===== src/rtl/iopt_pkg.sv =====
package iopt_pkg;

  typedef enum logic [1:0] {
    ST_IDLE,
    ST_ISSUE,
    ST_WAIT,
    ST_CHECK
  } walkState_t;

  typedef struct packed {
    logic loadReq;    // capture request and form entry address
    logic loadEntry;  // capture returned table entry
  } walkStrobe_t;

  localparam logic [1:0] PERM_NONE = 2'b00;
  localparam logic [1:0] PERM_RO   = 2'b01;
  localparam logic [1:0] PERM_RW   = 2'b11;

  localparam int PTE_VALID_BIT = 1;
  localparam int PTE_WRITE_BIT = 2;

  localparam logic [31:0] FAULT_STATUS_BASE = 32'hC082_0000;
  localparam logic [31:0] FAULT_STATUS_READ = 32'h0004_0000;

endpackage


===== src/rtl/iopt_ctrl.sv =====
module iopt_ctrl
  import iopt_pkg::*;
(
  input  logic        clk,
  input  logic        rst_n,
  input  logic        reqValid,
  input  logic        memReqReady,
  input  logic        memRspValid,
  input  logic        rspReady,
  output logic        reqReady,
  output logic        memReqValid,
  output logic        rspValid,
  output walkStrobe_t strobe
);

  walkState_t state, stateNext;

  always_ff @(posedge clk or negedge rst_n) begin
    if (!rst_n) state <= ST_IDLE;
    else        state <= stateNext;
  end

  always_comb begin
    stateNext = state;
    unique case (state)
      ST_IDLE:  if (reqValid)    stateNext = ST_ISSUE;
      ST_ISSUE: if (memReqReady) stateNext = ST_WAIT;
      ST_WAIT:  if (memRspValid) stateNext = ST_CHECK;
      ST_CHECK: if (rspReady)    stateNext = ST_IDLE;
      default:                   stateNext = ST_IDLE;
    endcase
  end

  assign reqReady         = (state == ST_IDLE);
  assign memReqValid      = (state == ST_ISSUE);
  assign rspValid         = (state == ST_CHECK);
  assign strobe.loadReq   = (state == ST_IDLE) && reqValid;
  assign strobe.loadEntry = (state == ST_WAIT) && memRspValid;

  p_one_outstanding_r1: assert property (@(posedge clk) disable iff (!rst_n)
    reqReady |-> (!memReqValid && !rspValid));

  p_mem_hold_r3: assert property (@(posedge clk) disable iff (!rst_n)
    (memReqValid && !memReqReady) |=> memReqValid);

  p_rsp_hold_r10: assert property (@(posedge clk) disable iff (!rst_n)
    (rspValid && !rspReady) |=> rspValid);

  p_fresh_read_r11: assert property (@(posedge clk) disable iff (!rst_n)
    strobe.loadReq |=> memReqValid);

endmodule


===== src/rtl/iopt_datapath.sv =====
module iopt_datapath
  import iopt_pkg::*;
#(
  parameter int VA_W       = 32,
  parameter int PA_W       = 36,
  parameter int PAGE_SHIFT = 12
) (
  input  logic              clk,
  input  logic              rst_n,
  input  walkStrobe_t       strobe,
  input  logic [VA_W-1:0]   tblBase,
  input  logic [VA_W-1:0]   windowStart,
  input  logic [VA_W-1:0]   reqAddr,
  input  logic              reqWrite,
  input  logic [31:0]       memRspData,
  output logic [PA_W-1:0]   memReqAddr,
  output logic [PA_W-1:0]   rspAddr,
  output logic [1:0]        rspPerm,
  output logic [PA_W-1:0]   rspMask,
  output logic              rspErr,
  output logic              faultWe,
  output logic [31:0]       faultStatus,
  output logic [VA_W-1:0]   faultAddr
);

  localparam int OFF_W       = PAGE_SHIFT;
  localparam int PPN_W       = PA_W - PAGE_SHIFT;
  localparam int ENTRY_SHIFT = PAGE_SHIFT - 2;
  localparam int BASE_SHIFT  = PA_W - VA_W;

  logic [VA_W-1:0]  curAddr;
  logic             curWrite;
  logic [PA_W-1:0]  entryAddrReg;
  logic [PPN_W-1:0] entryPpn;
  logic             entryValid;
  logic             entryWrite;
  logic             faultPulse;

  logic [VA_W-1:0]  reqPage;
  logic [VA_W-1:0]  tblOffset;
  logic [PA_W-1:0]  entryAddrNext;
  logic             incomingFault;
  logic             isFault;
  logic             unusedEntryBits;

  assign reqPage       = {reqAddr[VA_W-1:OFF_W], {OFF_W{1'b0}}};
  assign tblOffset     = ((reqPage & ~windowStart) >> ENTRY_SHIFT) & ~VA_W'(3);
  assign entryAddrNext = {tblBase, {BASE_SHIFT{1'b0}}} + PA_W'(tblOffset);

  assign incomingFault = !memRspData[PTE_VALID_BIT] ||
                         (curWrite && !memRspData[PTE_WRITE_BIT]);
  assign unusedEntryBits = ^{memRspData[7:3], memRspData[0]};

  always_ff @(posedge clk or negedge rst_n) begin
    if (!rst_n) begin
      curAddr      <= '0;
      curWrite     <= 1'b0;
      entryAddrReg <= '0;
      entryPpn     <= '0;
      entryValid   <= 1'b0;
      entryWrite   <= 1'b0;
      faultPulse   <= 1'b0;
    end else begin
      if (strobe.loadReq) begin
        curAddr      <= reqAddr;
        curWrite     <= reqWrite;
        entryAddrReg <= entryAddrNext;
      end
      if (strobe.loadEntry) begin
        entryPpn   <= memRspData[31 -: PPN_W];
        entryValid <= memRspData[PTE_VALID_BIT];
        entryWrite <= memRspData[PTE_WRITE_BIT];
      end
      faultPulse <= strobe.loadEntry && incomingFault;
    end
  end

  assign memReqAddr = entryAddrReg;
  assign isFault    = !entryValid || (curWrite && !entryWrite);

  always_comb begin
    if (isFault) begin
      rspAddr = '0;
      rspPerm = PERM_NONE;
      rspMask = '1;
    end else begin
      rspAddr = {entryPpn, curAddr[OFF_W-1:0]};
      rspPerm = entryWrite ? PERM_RW : PERM_RO;
      rspMask = PA_W'({OFF_W{1'b1}});
    end
  end

  assign rspErr      = isFault;
  assign faultWe     = faultPulse;
  assign faultStatus = FAULT_STATUS_BASE | (curWrite ? 32'h0 : FAULT_STATUS_READ);
  assign faultAddr   = {curAddr[VA_W-1:OFF_W], {OFF_W{1'b0}}};

  p_fault_pulse_r8: assert property (@(posedge clk) disable iff (!rst_n)
    faultWe |=> !faultWe);

  p_entry_latched_r4: assert property (@(posedge clk) disable iff (!rst_n)
    faultWe |-> isFault);

endmodule


===== src/rtl/iopt_walker.sv =====
module iopt_walker
  import iopt_pkg::*;
#(
  parameter int VA_W       = 32,
  parameter int PA_W       = 36,
  parameter int PAGE_SHIFT = 12
) (
  input  logic            clk,
  input  logic            rst_n,
  input  logic [VA_W-1:0] tblBase,
  input  logic [VA_W-1:0] windowStart,
  input  logic            reqValid,
  output logic            reqReady,
  input  logic [VA_W-1:0] reqAddr,
  input  logic            reqWrite,
  output logic            memReqValid,
  input  logic            memReqReady,
  output logic [PA_W-1:0] memReqAddr,
  input  logic            memRspValid,
  input  logic [31:0]     memRspData,
  output logic            rspValid,
  input  logic            rspReady,
  output logic [PA_W-1:0] rspAddr,
  output logic [1:0]      rspPerm,
  output logic [PA_W-1:0] rspMask,
  output logic            rspErr,
  output logic            faultWe,
  output logic [31:0]     faultStatus,
  output logic [VA_W-1:0] faultAddr,
  output logic            irqSet
);

  walkStrobe_t strobe;

  iopt_ctrl u_ctrl (
    .clk         (clk),
    .rst_n       (rst_n),
    .reqValid    (reqValid),
    .memReqReady (memReqReady),
    .memRspValid (memRspValid),
    .rspReady    (rspReady),
    .reqReady    (reqReady),
    .memReqValid (memReqValid),
    .rspValid    (rspValid),
    .strobe      (strobe)
  );

  iopt_datapath #(
    .VA_W       (VA_W),
    .PA_W       (PA_W),
    .PAGE_SHIFT (PAGE_SHIFT)
  ) u_dp (
    .clk         (clk),
    .rst_n       (rst_n),
    .strobe      (strobe),
    .tblBase     (tblBase),
    .windowStart (windowStart),
    .reqAddr     (reqAddr),
    .reqWrite    (reqWrite),
    .memRspData  (memRspData),
    .memReqAddr  (memReqAddr),
    .rspAddr     (rspAddr),
    .rspPerm     (rspPerm),
    .rspMask     (rspMask),
    .rspErr      (rspErr),
    .faultWe     (faultWe),
    .faultStatus (faultStatus),
    .faultAddr   (faultAddr)
  );

  assign irqSet = faultWe;

  p_addr_stable_r3: assert property (@(posedge clk) disable iff (!rst_n)
    (memReqValid && !memReqReady) |=> $stable(memReqAddr));

  p_fault_in_rsp_r8: assert property (@(posedge clk) disable iff (!rst_n)
    faultWe |-> (rspValid && rspErr));

  p_fault_fields_r5: assert property (@(posedge clk) disable iff (!rst_n)
    (rspValid && rspErr) |-> (rspPerm == PERM_NONE && rspAddr == '0));

  p_ok_perm_r7: assert property (@(posedge clk) disable iff (!rst_n)
    (rspValid && !rspErr) |-> (rspPerm != PERM_NONE && !faultWe));

  p_rsp_stable_r10: assert property (@(posedge clk) disable iff (!rst_n)
    (rspValid && !rspReady) |=> ($stable(rspAddr) && $stable(rspPerm) && $stable(rspErr)));

endmodule


===== config.mk =====
export PLATFORM = sky130hd
export DESIGN_NAME = iopt_walker
export DESIGN_NICKNAME = d
export VERILOG_FILES = /design/src/rtl/iopt_pkg.sv /design/src/rtl/iopt_ctrl.sv /design/src/rtl/iopt_datapath.sv /design/src/rtl/iopt_walker.sv
export SDC_FILE = /design/constraint.sdc
export NUM_CORES = 1
export LEC_CHECK = 0
export ABC_AREA = 1
export BUFFER_PORTS_ARGS = -buffer_cell sky130_fd_sc_hd__buf_2
export CELL_PAD_IN_SITES_DETAIL_PLACEMENT = 0
export CELL_PAD_IN_SITES_GLOBAL_PLACEMENT = 1
export CORE_ASPECT_RATIO = 1.2
export CORE_MARGIN = 2
export CORE_UTILIZATION = 29
export DETAILED_ROUTE_END_ITERATION = 8
export PLACE_DENSITY = 0.86
export SLEW_MARGIN = 20
export SYNTH_ARGS = -nofsm -noshare
export SYNTH_HDL_FRONTEND = slang
export SYNTH_SLANG_ARGS = --single-unit

===== constraint.sdc =====
create_clock -name clk -period 1.5 [get_ports clk]
set_input_delay 0.075 -clock clk [delete_from_list [all_inputs] [get_ports clk]]
set_output_delay 0.075 -clock clk [all_outputs]
set_load 0.01 [all_outputs]

==> metrics.yaml, run 1 <==
multi_input_area_um2: 3100
synthFlopType: "dfrtp_1"
setup_ws_ps: -66.7
ir_drop_uv: 697
p_comb_share_pct: 55.2
syn_area_um2: 6520
syn_inst: 932
dr_wl_met3_um: 1530
yosys_warnings: 0
maxCapViolCount: 0
p_leak_nw: 5.33
fmax_ghz: 0.638
cts_sinks: 96
root_buffer: "clkbuf_16"
failed_checks: "negative setup slack"
row_count: 60
p_sw_share_pct: 40.3
critPathMaxStageDelay_ps: 420
post_drt_wl_per_cell_um: 13.7
yosysSeqAreaShare_pct: 36.9
synth_cell_types: 34
final.min_clock_period_ps: 1570
ioPinCount: 315
cp_max_fo: 14
io_buffers: 239
seq_area_um2: 2400
status: "complete, but fails checks"
pwr_density_cell_nw_per_um2: 1640
grt_overflow_total: 0
met1_length_um: 8200
grt_max_degree: 49
drtAntennaViolNets: 0
drc_errors: 0
wl_met2_um: 10600
dr_total_vias: 6460
via_per_inst: 4.25
finish.instance_area_um2: 9400
cts_made_buffers: 9
fin_crit_sh_pct: 104
diodes: 0
rrSetupSlack_ps: 90
cp_data_required_time_ps: 1420
layout_commonest_cell: "nand2_1"
fp.dieH_um: 168
top_layer: "met4"
grt_antenna_before_repair: 0
grt_pass1_vias: 6155
drtIter0Drc: 336
core_area_um2: 22200
drt_wl_total_um: 20800
path_clk_slew_ps: 70
synth_edf_count: 0
initial_core_util_pct: 29.3
layout.nets: 1393
final_cell_mix: "240 x nand2_1, 208 x buf_2, 132 x inv_1"
p_int_w: 0.00920
min_path_type: "input port to flop"
dieWidth_um: 141
critPathArrivalTime_ps: 1490
crit_path_start_kind: "flop"
async_reset_ff_share_pct: 100
rsz0062_at_grt: "yes"
fill_cells: 2220
clk-insertion-delay-late_ps: 350
placed_area_um2: 7930
cts_tree: "yes"
reg2reg_depth: 8
synthToLayoutAreaGrowth_pct: 44.2
slew_violations: 0
grt_pass1_wl_um: 31500
clkPwrFrac_pct: 16.7
worstPathCellList: "o21ai_4, buf_12, buf_16, nor2_1, buf_2"
cp-end-kind: "output pin"
cts_max_level: 3
hold_depth: 3
pwr-share-seq_pct: 28.1
grt.total_usage_pct: 16.9
clockBufferDepth: 2
hold_viol: 0
drive_above_1_share_pct: 32.0
path_class: "flop to output pin"
cp_slowest_cell: "dfrtp_1"
dp_hpwl_um: 15200
syn_avg_cell_area_um2: 6.99
worst_clock_skew_ps: 10.9
finalSetupViolations: 36
drtPass1Iterations: 5
dieArea_um2: 23700
place.gp.congestion: 0.930
p_switching_w: 0.00621
power.total_w: 0.0154
ys_ff_latch: 96
-- metal layers --
metal	up-vias	global-route usage, %
met3	26	3.95
met4	0	5.00
met1	2888	19.0
met5	-	0
met2	266	31.5
li1	3280	-
-- synth_stat cells (3+ instances only) --
master    count  share of area [%]
o21ai_0      44                3.4
nor3_2        4               0.61
nand3_1      45                3.5
a21oi_1      34                2.6
dfrtp_1      96                 37
buf_2         7               0.54
nand2_1     251                 14
inv_2         6               0.35
buf_4       102                 12
nand2_2      12                1.2
clkbuf_1     16               0.92
nor2_1      100                5.8
ha_1         22                4.2
and2_1        3               0.29
o21ai_1       9               0.69
xnor2_1      11                1.5
nor2_2        7               0.67
inv_1       138                7.9
nand4_1       5               0.48
-- final cells by class --
cell class	count	area share, %
Inverter	146	5.88
Multi-Input combinational cell	620	33.0
Tap cell	279	3.71
Clock buffer	9	2.40
Sequential cell	96	25.6
Clock inverter	7	1.09
Timing Repair Buffer	362	28.4
-- state kept, by name, indices dropped and copies added, names as in the netlist --
register         count
u_dp.curWrite        1
u_dp.entryValid      1
u_dp.entryPpn       24
u_dp.faultWe         1
u_dp.entryWrite      1
u_dp.curAddr        32
u_ctrl.state         2
u_dp.memReqAddr     34
-- logic make-up after synthesis --
kind of cell             after synthesis  share of synthesized area [%]
AO/OA/AOI/OAI                         93                           7.41
adder cells (fa/ha/maj)               23                           4.53
buffers and inverters                271                           21.6
AND/OR/NAND/NOR                      434                           27.7
other                                  2                          0.115
XOR/XNOR                              12                           1.61
multiplexers                           1                          0.173
flip-flops                            96                           36.9
-- worst max-delay path: cells and delay by family (launching register included) --
kind	cells	cell delay, ps
flops	1	420
simple gates	1	60
compound gates	1	230
buf+inv	3	430
-- metrics by stage --
stage / setup TNS (ps) / utilization [%] / hold WS [ps] / setup WS [ps] / std cells
after CTS: -3060 / 41.0 / 3.60 / -86.4 / 1514
after detailed placement: -5250 / 35.7 / -113 / -295 / 1435
after floorplan: 0 / - / -221 / 25.7 / 987
final: -1490 / 42.3 / 9.38 / -66.7 / 1519
after global placement: -4720 / 35.7 / -111 / -263 / 1435
after global routing: -4700 / 42.3 / 10.7 / -124 / 1519
-- worst paths after layout --
path	start	end
setup / recovery	u_dp.entryWrite	rspAddr[24]
min in group asynchronous	rst_n	u_dp.entryPpn[15]
hold reg to reg	u_dp.memReqAddr[16]	u_dp.memReqAddr[16]
max in group asynchronous	rst_n	u_dp.memReqAddr[24]
hold / removal	memRspData[14]	u_dp.entryPpn[6]
setup reg to reg	u_ctrl.state[0]	u_ctrl.state[1]
-- power by group through the flow --
stage	Sequential [W]	Clock (W)	Combinational, W
finish	0.00434	0.00257	0.00850
global route	0.00447	0.00277	0.00930
CTS	0.00430	0.00269	0.00790
detailed placement	0.00434	0	0.00666
global placement	0.00432	0	0.00657
floorplan	0.00446	0	0.00435
-- repair_timing --
action,in CTS,in global routing
setup endpoints to repair,75,132
gates cloned,3,2
buffers inserted,6,4
pin swaps,1,6
resized for setup,28,61
hold endpoints to repair,150,0
hold buffers,55,0
(Power assumes the default switching activity.)
==> run 2: changes to the inputs <==
--- a/config.mk
+++ b/config.mk
@@ -11,9 +11,9 @@
 export CELL_PAD_IN_SITES_GLOBAL_PLACEMENT = 1
 export CORE_ASPECT_RATIO = 1.2
 export CORE_MARGIN = 2
-export CORE_UTILIZATION = 29
+export CORE_UTILIZATION = 32
 export DETAILED_ROUTE_END_ITERATION = 8
-export PLACE_DENSITY = 0.86
+export PLACE_DENSITY = 0.9
 export SLEW_MARGIN = 20
 export SYNTH_ARGS = -nofsm -noshare
 export SYNTH_HDL_FRONTEND = slang
==> constraint.sdc (replaced) <==
create_clock -name clk -period 1.7 [get_ports clk]
set_input_delay 0.085 -clock clk [delete_from_list [all_inputs] [get_ports clk]]
set_output_delay 0.085 -clock clk [all_outputs]
set_load 0.01 [all_outputs]
==> metrics.yaml, run 2 (same netlist as run 1, synthesis figures left out) <==
status: "finished clean"
pwr-share-seq_pct: 32.9  # +4.8 points
hold_depth: 3  # unchanged
rsz0062_at_grt: "no"
cts_setup_buffers: 0  # -6
pwr_density_cell_nw_per_um2: 1350  # -18%
grt_pass1_vias: 5936  # -3.6%
crit_family: "flip-flops"
placed_area_um2: 7740  # -2.4%
fmax_ghz: 0.645
place.gp.congestion: 0.906  # -2.5%
ioPinCount: 315  # unchanged
hold_viol: 0  # unchanged
worst_r2r_endpoint: "u_dp.memReqAddr[2]"
fin_util_pct: 42.7  # +0.37 points
drive_above_1_share_pct: 27.3  # -4.7 points
ir_drop_uv: 573  # -18%
p_leak_nw: 5.03  # -5.7%
clockBufferDepth: 2  # unchanged
core_area_um2: 20100  # -9.5%
critPathArrivalTime_ps: 1470  # -20 ps
cp-end-kind: "output pin"
grt_antenna_before_repair: 3  # +3
p_switching_w: 0.00493  # -21%
cts_sinks: 96  # unchanged
synthToLayoutAreaGrowth_pct: 31.6
slew_violations: 0  # unchanged
critPathMaxStageDelay_ps: 420  # about the same
grt_pass1_wl_um: 29900  # -5.4%
crit_path_start_kind: "flop"
worstHoldEndpoint: "u_dp.curAddr[23]"
grt.total_usage_pct: 17.6  # +0.72 points
hp-start: "reqAddr[23]"
fill_cells: 2126  # -4.2%
power.total_w: 0.0116  # -25%
finish.instance_area_um2: 8580  # -8.7%
drtIter0Drc: 276  # -18%
cp_slowest_cell: "dfrtp_1"
grt_max_degree: 85  # +73%
initial_core_util_pct: 32.4  # +3.1 points
row_count: 57  # -5.0%
worstPathCellList: "o21ai_4, buf_12, nor2_1, buf_2"
post_drt_wl_per_cell_um: 12.8  # -6.3%
dieArea_um2: 21500  # -9.1%
maxCapViolCount: 0  # unchanged
layout_commonest_cell: "nand2_1"
final.min_clock_period_ps: 1550
dieWidth_um: 134  # -4.7%
io_buffers: 239  # unchanged
dr_total_vias: 6217  # -3.8%
root_buffer: "clkbuf_16"
path_clk_slew_ps: 70  # about the same
path_buf_inv: 2  # -1
cts_made_buffers: 9  # unchanged
layout.nets: 1358  # -2.5%
cp_max_fo: 62  # +48
crit-reg2reg-launch: "u_ctrl.state[1]"
worst_clock_skew_ps: 10.8  # -0.116 ps
cts_max_level: 3  # unchanged
fp.dieH_um: 160  # -4.7%
rrSetupSlack_ps: 170  # +80 ps
reg2reg_depth: 7  # -1
drtPass1Iterations: 5  # unchanged
cp_data_required_time_ps: 1620  # +200 ps
via_per_inst: 4.22  # -0.69%
tns_ps: 0  # +1490 ps
clk-insertion-delay-late_ps: 350  # about the same
p_sw_share_pct: 42.7  # +2.4 points
largest_reg_flops: 34  # unchanged
min_path_type: "input port to flop"
holdWs_ps: 11.5  # +2.11 ps
cts_tree: "yes"
clkPwrFrac_pct: 17.5  # +0.8 points
final_cell_mix: "249 x nand2_1, 238 x buf_2, 138 x inv_1"
path_class: "flop to output pin"
drtAntennaViolNets: 0  # unchanged
drc_errors: 0  # unchanged
p_comb_share_pct: 49.5  # -5.7 points
dp_hpwl_um: 14600  # -3.9%
fin_crit_sh_pct: 91.2
grt_overflow_total: 0  # unchanged
p_int_w: 0.00662  # -28%
finalSetupViolations: 0  # -100%
drt_wl_total_um: 18800  # -9.2%
run 2: worst min-delay path, stage by stage:
cell,delay [ps]
buf_2,90
inv_1,60
o21ai_0,80
run 2: final cells by class:
| cell class | instances | area, um^2 | share of cell area (%) |
|---|---|---|---|
| antenna | 2 | 5.00 | 0.0583 |
| clock buffer | 9 | 225 | 2.62 |
| clock inverter | 7 | 65.1 | 0.758 |
| inverter | 146 | 548 | 6.39 |
| multi-input combinational | 620 | 2940 | 34.3 |
| sequential | 96 | 2400 | 28.0 |
| tap | 265 | 332 | 3.86 |
| timing repair buffer | 327 | 2060 | 24.1 |
run 2: per-layer routing:
metal | wire, um | global-route usage [%] | vias up
li1 | - | - | 3207
met1 | 7740 | 20.6 | 2719
met2 | 8960 | 30.7 | 256
met3 | 1510 | 4.01 | 33
met4 | 624 | 7.46 | 2
met5 | 15 | 0 | -
run 2: stage by stage:
step,std cells,setup WS (ps)
4_1_cts,1470,90.9
3_5_place_dp,1402,-152
2_1_floorplan,987,123
3_3_place_gp,1402,-146
6_report,1472,149
5_1_grt,1471,20.9
run 2: worst max path at each step:
stage | from | endpoint | slack (ps) | depth (start not counted)
2_1_floorplan | reqAddr[14] | u_dp.memReqAddr[30] | 120 | 14
3_3_place_gp | reqAddr[14] | u_dp.memReqAddr[16] | -150 | 13
3_5_place_dp | reqAddr[14] | u_dp.memReqAddr[16] | -150 | 13
4_1_cts | u_ctrl.state[1] | u_dp.memReqAddr[6] | 90 | 7
5_1_grt | reqAddr[14] | u_dp.memReqAddr[26] | 20 | 15
6_report | u_dp.entryWrite | rspAddr[21] | 150 | 4
run 2: power by group through the flow:
| stage | registers [W] | clock network, W | logic [W] |
|---|---|---|---|
| after floorplan | 0.00394 | 0 | 0.00383 |
| after global placement | 0.00381 | 0 | 0.00559 |
| after detailed placement | 0.00384 | 0 | 0.00565 |
| after CTS | 0.00380 | 0.00212 | 0.00577 |
| after global routing | 0.00394 | 0.00221 | 0.00644 |
| final | 0.00381 | 0.00202 | 0.00573 |
run 2: repair_timing:
item / CTS / global route
endpoints found under the hold margin: 88 / 0
endpoints found under the setup margin: 0 / 6
hold buffers: 52 / 0
resized for setup: 0 / 6
